==> config.mk <==
export PLATFORM = sky130hd
export DESIGN_NAME = host_mem_port
export DESIGN_NICKNAME = d
export VERILOG_FILES = /design/src/rtl/hmp_pkg.sv /design/src/rtl/hmp_sync.sv /design/src/rtl/hmp_addr.sv /design/src/rtl/hmp_ctrl.sv /design/src/rtl/host_mem_port.sv
export SDC_FILE = /design/constraint.sdc
export NUM_CORES = 1
export LEC_CHECK = 0
export BUFFER_PORTS_ARGS = -buffer_cell sky130_fd_sc_hd__buf_2
export CAP_MARGIN = 20
export CORE_UTILIZATION = 52
export CTS_CLUSTER_DIAMETER = 60
export CTS_CLUSTER_SIZE = 16
export DETAILED_ROUTE_END_ITERATION = 16
export GPL_ROUTABILITY_DRIVEN = 0
export PLACE_DENSITY = 0.8
export SLEW_MARGIN = 10
export SYNTH_ARGS = -nofsm -noshare
export SYNTH_HDL_FRONTEND = slang
export SYNTH_SLANG_ARGS = --single-unit
==> constraint.sdc <==
create_clock -name clk -period 2.08 [get_ports clk]
set_input_delay 0.104 -clock clk [delete_from_list [all_inputs] [get_ports clk]]
set_output_delay 0.104 -clock clk [all_outputs]
set_load 0.02 [all_outputs]
==> src/rtl/hmp_pkg.sv <==
// Package: shared types for the host memory port.
// Assumes nothing beyond IEEE 1800-2017 enums.
package hmp_pkg;
    // Data-phase sequencer states.
    typedef enum logic [1:0] {
        ST_IDLE = 2'd0,  // waiting for a phase; ack high
        ST_MEM  = 2'd1,  // memory request cycle
        ST_CAP  = 2'd2,  // capture read data, advance pointer
        ST_DONE = 2'd3   // ack high, waiting for host to release strobes
    } hmp_state_t;
endpackage

==> src/rtl/hmp_sync.sv <==
// Module: multi-stage synchroniser for a vector of asynchronous strobes.
// Assumes each bit is an independent level that stays stable for at
// least STAGES core cycles; RST_VAL gives each bit's inactive level.
module hmp_sync #(
    parameter int unsigned        WIDTH   = 4,
    parameter int unsigned        STAGES  = 2,
    parameter logic [WIDTH-1:0]   RST_VAL = '0
) (
    input  logic             clk,
    input  logic             rst_n,
    input  logic [WIDTH-1:0] d_async,
    output logic [WIDTH-1:0] q_sync
);
    logic [WIDTH-1:0] stg [STAGES];

    genvar g;
    generate
        for (g = 0; g < STAGES; g++) begin : g_stage
            // One flop rank of the synchroniser chain.
            always_ff @(posedge clk) begin
                if (!rst_n) stg[g] <= RST_VAL;
                else if (g == 0) stg[g] <= d_async;
                else stg[g] <= stg[(g == 0) ? 0 : g - 1];
            end
        end
    endgenerate

    assign q_sync = stg[STAGES-1];
endmodule

==> src/rtl/hmp_addr.sv <==
// Module: address and space latch with post-access increment.
// Assumes latch_en and inc_en are single-cycle pulses from the sequencer;
// a latch takes priority over an increment in the same cycle.
module hmp_addr #(
    parameter int unsigned ADDR_W = 14,
    parameter int unsigned DATA_W = 16
) (
    input  logic              clk,
    input  logic              rst_n,
    input  logic              latch_en,
    input  logic              inc_en,
    input  logic [DATA_W-1:0] bus_in,
    output logic [ADDR_W-1:0] addr,
    output logic              space
);
    // Capture address/space on an address phase, advance after an access.
    always_ff @(posedge clk) begin
        if (!rst_n) begin
            addr  <= '0;
            space <= 1'b0;
        end else if (latch_en) begin
            addr  <= bus_in[ADDR_W-1:0];
            space <= bus_in[DATA_W-1];
        end else if (inc_en) begin
            addr  <= addr + 1'b1;
        end
    end

    // a lone increment advances the pointer by exactly one.
    a_r3_step_one: assert property (@(posedge clk) disable iff (!rst_n)
        (inc_en && !latch_en) |=> (addr == ADDR_W'($past(addr) + 1'b1)));
endmodule

==> src/rtl/hmp_ctrl.sv <==
// Module: data-phase sequencer, word assembly and boot hold.
// Assumes synchronised strobes, a memory that returns read data one
// cycle after mem_req, and a host that holds the bus stable during a phase.
module hmp_ctrl
    import hmp_pkg::*;
#(
    parameter int unsigned ADDR_W   = 14,
    parameter int unsigned DATA_W   = 16,
    parameter int unsigned PM_W     = 24,
    parameter int unsigned REG_BASE = 'h3FE0
) (
    input  logic              clk,
    input  logic              rst_n,
    input  logic              boot_mode,
    input  logic              s_ale,
    input  logic              s_sel_n,
    input  logic              s_rd_n,
    input  logic              s_wr_n,
    input  logic [DATA_W-1:0] bus_in,
    input  logic [ADDR_W-1:0] addr,
    input  logic              space,
    input  logic [PM_W-1:0]   mem_rdata,
    output logic              latch_en,
    output logic              inc_en,
    output logic              mem_req,
    output logic              mem_we,
    output logic              mem_space,
    output logic [ADDR_W-1:0] mem_addr,
    output logic [PM_W-1:0]   mem_wdata,
    output logic [DATA_W-1:0] bus_out,
    output logic              bus_oe,
    output logic              ack,
    output logic              core_hold
);
    localparam int unsigned LO_W = PM_W - DATA_W;
    localparam int unsigned PAD_W = DATA_W - LO_W;
    localparam logic [ADDR_W-1:0] REG_BASE_A = ADDR_W'(REG_BASE);

    hmp_state_t        st;
    logic              ale_d;
    logic              is_rd;
    logic              half;
    logic              hold_q;
    logic [DATA_W-1:0] wd_q;
    logic [DATA_W-1:0] hi_q;
    logic [DATA_W-1:0] out_q;
    logic [LO_W-1:0]   lo_buf;

    logic strobe_on, strobe_off, ale_fall, need_mem, complete;

    // Phase detection from synchronised strobes.
    always_comb begin
        strobe_on  = !s_sel_n && (!s_rd_n || !s_wr_n);
        strobe_off = s_sel_n || (s_rd_n && s_wr_n);
        ale_fall   = ale_d && !s_ale;
    end

    // Decide whether this access touches memory and whether it completes a word.
    always_comb begin
        if (space) need_mem = is_rd ? !half : half;
        else       need_mem = is_rd || (addr < REG_BASE_A);
        complete = !space || half;
    end

    // Sequencer state, phase capture, word assembly and boot hold.
    always_ff @(posedge clk) begin
        if (!rst_n) begin
            st     <= ST_IDLE;
            ale_d  <= 1'b0;
            is_rd  <= 1'b0;
            half   <= 1'b0;
            hold_q <= boot_mode;
            wd_q   <= '0;
            hi_q   <= '0;
            out_q  <= '0;
            lo_buf <= '0;
        end else begin
            ale_d <= s_ale;
            if (latch_en) half <= 1'b0;
            unique case (st)
                ST_IDLE: if (strobe_on && !ale_fall) begin
                    is_rd <= !s_rd_n;
                    wd_q  <= bus_in;
                    st    <= ST_MEM;
                end
                ST_MEM: st <= ST_CAP;
                ST_CAP: begin
                    if (is_rd) begin
                        if (!space)     out_q <= mem_rdata[DATA_W-1:0];
                        else if (!half) begin
                            out_q  <= mem_rdata[PM_W-1:LO_W];
                            lo_buf <= mem_rdata[LO_W-1:0];
                        end else        out_q <= {{PAD_W{1'b0}}, lo_buf};
                    end else if (space && !half) begin
                        hi_q <= wd_q;
                    end
                    if (!is_rd && space && half && addr == '0) hold_q <= 1'b0;
                    half <= space ? !half : 1'b0;
                    st   <= ST_DONE;
                end
                ST_DONE: if (strobe_off) st <= ST_IDLE;
                default: st <= ST_IDLE;
            endcase
        end
    end

    // Outputs toward the memory and the host.
    always_comb begin
        latch_en  = ale_fall && (st == ST_IDLE);
        inc_en    = (st == ST_CAP) && complete;
        mem_req   = (st == ST_MEM) && need_mem;
        mem_we    = !is_rd;
        mem_space = space;
        mem_addr  = addr;
        mem_wdata = space ? {hi_q, wd_q[LO_W-1:0]} : {{LO_W{1'b0}}, wd_q};
        ack       = (st == ST_IDLE) || (st == ST_DONE);
        bus_oe    = (st == ST_DONE) && is_rd;
        bus_out   = out_q;
        core_hold = hold_q;
    end

    // no host write ever reaches the control register window.
    a_r9_reg_window: assert property (@(posedge clk) disable iff (!rst_n)
        (mem_req && mem_we && !mem_space) |-> (mem_addr < REG_BASE_A));
    // each data phase produces a single request cycle.
    a_r11_single_req: assert property (@(posedge clk) disable iff (!rst_n)
        mem_req |=> !mem_req);
    // acknowledge is low while the memory is being accessed.
    a_r4_ack_low: assert property (@(posedge clk) disable iff (!rst_n)
        mem_req |-> !ack);
    // the port only drives the bus while acknowledging.
    a_r6_oe_with_ack: assert property (@(posedge clk) disable iff (!rst_n)
        bus_oe |-> ack);
    // a released boot hold never returns before reset.
    a_r10_hold_sticky: assert property (@(posedge clk) disable iff (!rst_n)
        !core_hold |=> !core_hold);
endmodule

==> src/rtl/host_mem_port.sv <==
// Module: top of the host memory port. Synchronises host strobes and
// joins the address latch to the sequencer.
// Assumes host strobes are asynchronous levels held per the handshake.
module host_mem_port #(
    parameter int unsigned ADDR_W   = 14,
    parameter int unsigned DATA_W   = 16,
    parameter int unsigned PM_W     = 24,
    parameter int unsigned SYNC_N   = 2,
    parameter int unsigned REG_BASE = 'h3FE0
) (
    input  logic              clk,
    input  logic              rst_n,
    input  logic              boot_from_host,
    input  logic              h_ale,
    input  logic              h_sel_n,
    input  logic              h_rd_n,
    input  logic              h_wr_n,
    input  logic [DATA_W-1:0] h_ad_in,
    output logic [DATA_W-1:0] h_ad_out,
    output logic              h_ad_oe,
    output logic              h_ack,
    output logic              mem_req,
    output logic              mem_we,
    output logic              mem_space,
    output logic [ADDR_W-1:0] mem_addr,
    output logic [PM_W-1:0]   mem_wdata,
    input  logic [PM_W-1:0]   mem_rdata,
    output logic              core_hold
);
    localparam int unsigned NSTB = 4;

    logic [NSTB-1:0]   stb_sync;
    logic [ADDR_W-1:0] addr;
    logic              space;
    logic              latch_en, inc_en;

    hmp_sync #(.WIDTH(NSTB), .STAGES(SYNC_N), .RST_VAL(4'b0111)) u_sync (
        .clk     (clk),
        .rst_n   (rst_n),
        .d_async ({h_ale, h_sel_n, h_rd_n, h_wr_n}),
        .q_sync  (stb_sync)
    );

    hmp_addr #(.ADDR_W(ADDR_W), .DATA_W(DATA_W)) u_addr (
        .clk      (clk),
        .rst_n    (rst_n),
        .latch_en (latch_en),
        .inc_en   (inc_en),
        .bus_in   (h_ad_in),
        .addr     (addr),
        .space    (space)
    );

    hmp_ctrl #(.ADDR_W(ADDR_W), .DATA_W(DATA_W), .PM_W(PM_W), .REG_BASE(REG_BASE)) u_ctrl (
        .clk       (clk),
        .rst_n     (rst_n),
        .boot_mode (boot_from_host),
        .s_ale     (stb_sync[3]),
        .s_sel_n   (stb_sync[2]),
        .s_rd_n    (stb_sync[1]),
        .s_wr_n    (stb_sync[0]),
        .bus_in    (h_ad_in),
        .addr      (addr),
        .space     (space),
        .mem_rdata (mem_rdata),
        .latch_en  (latch_en),
        .inc_en    (inc_en),
        .mem_req   (mem_req),
        .mem_we    (mem_we),
        .mem_space (mem_space),
        .mem_addr  (mem_addr),
        .mem_wdata (mem_wdata),
        .bus_out   (h_ad_out),
        .bus_oe    (h_ad_oe),
        .ack       (h_ack),
        .core_hold (core_hold)
    );
endmodule

==> impl_metrics.json <==
{
  "antenna_found_initial": 0,
  "critPathArrivalTime_ps": 2270,
  "drc_errors": 0,
  "max_stage_delay_ps": 570,
  "setup_tns_ps": 0,
  "grt_pass1_wl_um": 15400,
  "vias": 3611,
  "clock.fmax_mhz": 502,
  "worst_r2r_startpoint": "u_ctrl.st[0]",
  "worstPathRequired_ps": 2360,
  "vias_per_cell": 5.38,
  "outcome": "finished, final reports clean",
  "fp.dieW_um": 87.1,
  "worstSetupPathType": "reg -> reg",
  "ys_seq_elements": 85,
  "wl_per_cell_um": 14.5,
  "period_needed_ps": 1990,
  "layout-drive-gt1-share_pct": 25.2,
  "first_pass_iters": 5,
  "synthToLayoutAreaGrowth_pct": 25.9,
  "skew_ps": 14.6,
  "cp_num_buf_inv": 1,
  "r2r-end": "u_addr.addr[13]",
  "slew_viol_final": 0,
  "worstHoldStart": "h_ad_in[0]",
  "worstSetupEndpointType": "register",
  "ys_warn_count": 0,
  "grt_max_degree": 40,
  "grt_overflow": 0,
  "ioPinCount": 107,
  "yosysSeqAreaShare_pct": 45.5,
  "antenna_cells": 0,
  "path_cells": "inv_1 -> ha_1 -> or4b_1 -> or4_1 -> a31oi_1",
  "grt_use_total_pct": 26.6,
  "crit_fanout": 8,
  "core-area_mm2": 0.00691,
  "clockBufferDepth": 2,
  "min_path_type": "in -> reg",
  "clock-sinks": 85,
  "power_uw": 3320,
  "placed_cell_area_mm2": 0.00430,
  "worst_path_dominant_cell_family": "simple AND/OR/NAND/NOR gates",
  "die-area_mm2": 0.00758,
  "fin_nets": 624,
  "cts_made_buffers": 9,
  "grt_pass1_vias": 3238,
  "syn-cell-area_mm2": 0.00376,
  "synthArstFlopShare_pct": 0,
  "mostFrequentLayoutCells": "106 x buf_2, 96 x nand2_1, 84 x dfxtp_1",
  "final_area_mm2": 0.00474,
  "reg2reg_depth": 5,
  "syn_avg_cell_area_um2": 8.17,
  "synth_cells": 461,
  "drt_iter0_drc": 228,
  "startpoint_type": "register",
  "synth_flop_cell": "dfxtp_1",
  "start_util_pct": 54.5,
  "dp.cells": 633,
  "crit_cells": 5,
  "synth_cell_type_count": 43,
  "cts_tree": "built",
  "hold_depth": 3,
  "hold_slack_ps": 7.35,
  "clk_latency_ps": 360,
  "dp.final_hpwl_um": 6650,
  "p_leak_uw": 0.00192,
  "antenna_left": 0,
  "cp_slowest_cell": "or4b_1",
  "syn_nets": 515,
  "clkTransAtPathRegs_ps": 100,
  "clockRootBuffer": "clkbuf_8",
  "std_cell_rows": 30,
  "final-setup-viol-count": 0,
  "die_height_um": 87.1,
  "min_to": "u_ctrl.wd_q[0]",
  "period_share_pct": 95.8,
  "final_cell_count_no_fill": 671,
  "final_common_cell": "buf_2",
  "ir_worst_vdd_mv": 0.489,
  "pwr_density_cell_mw_per_mm2": 701,
  "drt-total-wl_um": 9710,
  "synth_edf_count": 1,
  "r2r_setup_slack_ps": 90,
  "hold_violations": 0,
  "tightest_slew_ps": 697,
  "slew_headroom_pct": 53.5,
  "cts_max_level": 3,
  "port_buffers": 106,
  "maxCapViolations": 0
}
-- layer usage --
| layer | up-vias | track usage [%] | wire length (um) |
|---|---|---|---|
| met1 | 1653 | 34.2 | 4190 |
| met2 | 152 | 42.4 | 4580 |
| met3 | 17 | 7.68 | 743 |
| met4 | 0 | 10.1 | 194 |
| li1 | 1789 | - | - |
| met5 | - | 0 | 0 |
-- where the power goes --
part | internal (uW) | switching, uW
logic | 174 | 235
registers | 1670 | 44.0
clock network | 563 | 637
-- registers in the layout (all words and copies together), names as in the netlist --
name,count
u_ctrl.ale_d,1
u_sync.stg,8
u_ctrl.wd_q,16
u_ctrl.st,2
u_addr.space,1
u_ctrl.half,1
u_ctrl.hi_q,16
u_ctrl.bus_out,16
u_ctrl.lo_buf,8
u_ctrl.is_rd,1
u_addr.addr,14
u_ctrl.core_hold,1
-- how the worst max path moves through the flow --
stage                        start         endpoint  slack [ps]
floorplan           u_addr.addr[2]  u_addr.addr[13]          60
global placement      u_ctrl.st[0]  u_addr.addr[13]         210
detailed placement    u_ctrl.st[0]  u_addr.addr[12]          80
CTS                   u_addr.space          mem_req          30
global route          u_ctrl.st[0]  u_addr.addr[12]         -30
finish                u_ctrl.st[0]  u_addr.addr[13]          90
-- worst min-delay path, stage by stage --
cell and delay, ps:
buf_2 110, nand2_1 50, a21oi_1 50
-- cell usage after synthesis (4+ instances only) --
cell type | n | share of area [%]
a211oi_1 | 10 | 2.0
a21oi_1 | 55 | 7.3
a221oi_1 | 8 | 1.9
a31oi_1 | 6 | 1.0
and2_1 | 14 | 2.3
buf_4 | 9 | 1.8
clkbuf_1 | 27 | 2.7
dfxtp_1 | 84 | 45
ha_1 | 7 | 2.3
inv_1 | 8 | 0.80
mux2_2 | 8 | 2.4
mux2i_1 | 11 | 2.9
nand2_1 | 96 | 9.6
nand2b_1 | 8 | 1.3
nand3_1 | 4 | 0.53
nand4_1 | 5 | 0.83
nor2_1 | 33 | 3.3
nor3_1 | 11 | 1.5
o21ai_0 | 16 | 2.1
or3_1 | 5 | 0.83
xnor2_1 | 6 | 1.4
-- cell type report --
| class | count | area, um2 |
|---|---|---|
| well taps | 96 | 120 |
| clock inverters | 5 | 47.5 |
| fillers | 603 | 2170 |
| clock buffers | 11 | 163 |
| repair buffers | 138 | 830 |
| flip-flops and latches | 85 | 1710 |
| inverters | 10 | 41.3 |
| multi-input cells | 326 | 1830 |
-- what timing repair did --
| item | CTS | global route |
|---|---|---|
| resized for setup | 0 | 3 |
| setup buffers | 0 | 0 |
| endpoints found under the setup margin | 0 | 2 |
| hold buffers | 20 | 2 |
| endpoints found under the hold margin | 20 | 2 |
-- through the flow --
| stage | worst slack, ps | utilization, % |
|---|---|---|
| after CTS | 29.9 | 68.2 |
| final | 88.0 | 68.6 |
| after floorplan | 60.7 | - |
| after global placement | 212 | 62.2 |
| after detailed placement | 80.8 | 62.2 |
| after global routing | -29.1 | 68.6 |
-- cell families (layout without fill, tap and decap cells) --
family | after synthesis | after routing | synth area share (%)
adder cells (fa/ha/maj) | 7 | 7 | 2.33
AO/OA/AOI/OAI | 102 | 102 | 15.9
buffers and inverters | 50 | 164 | 6.11
AND/OR/NAND/NOR | 190 | 190 | 23.0
multiplexers | 19 | 19 | 5.32
flip-flops | 85 | 85 | 45.5
XOR/XNOR | 8 | 8 | 1.86
Note: power is estimated with default switching activity, not from simulation.
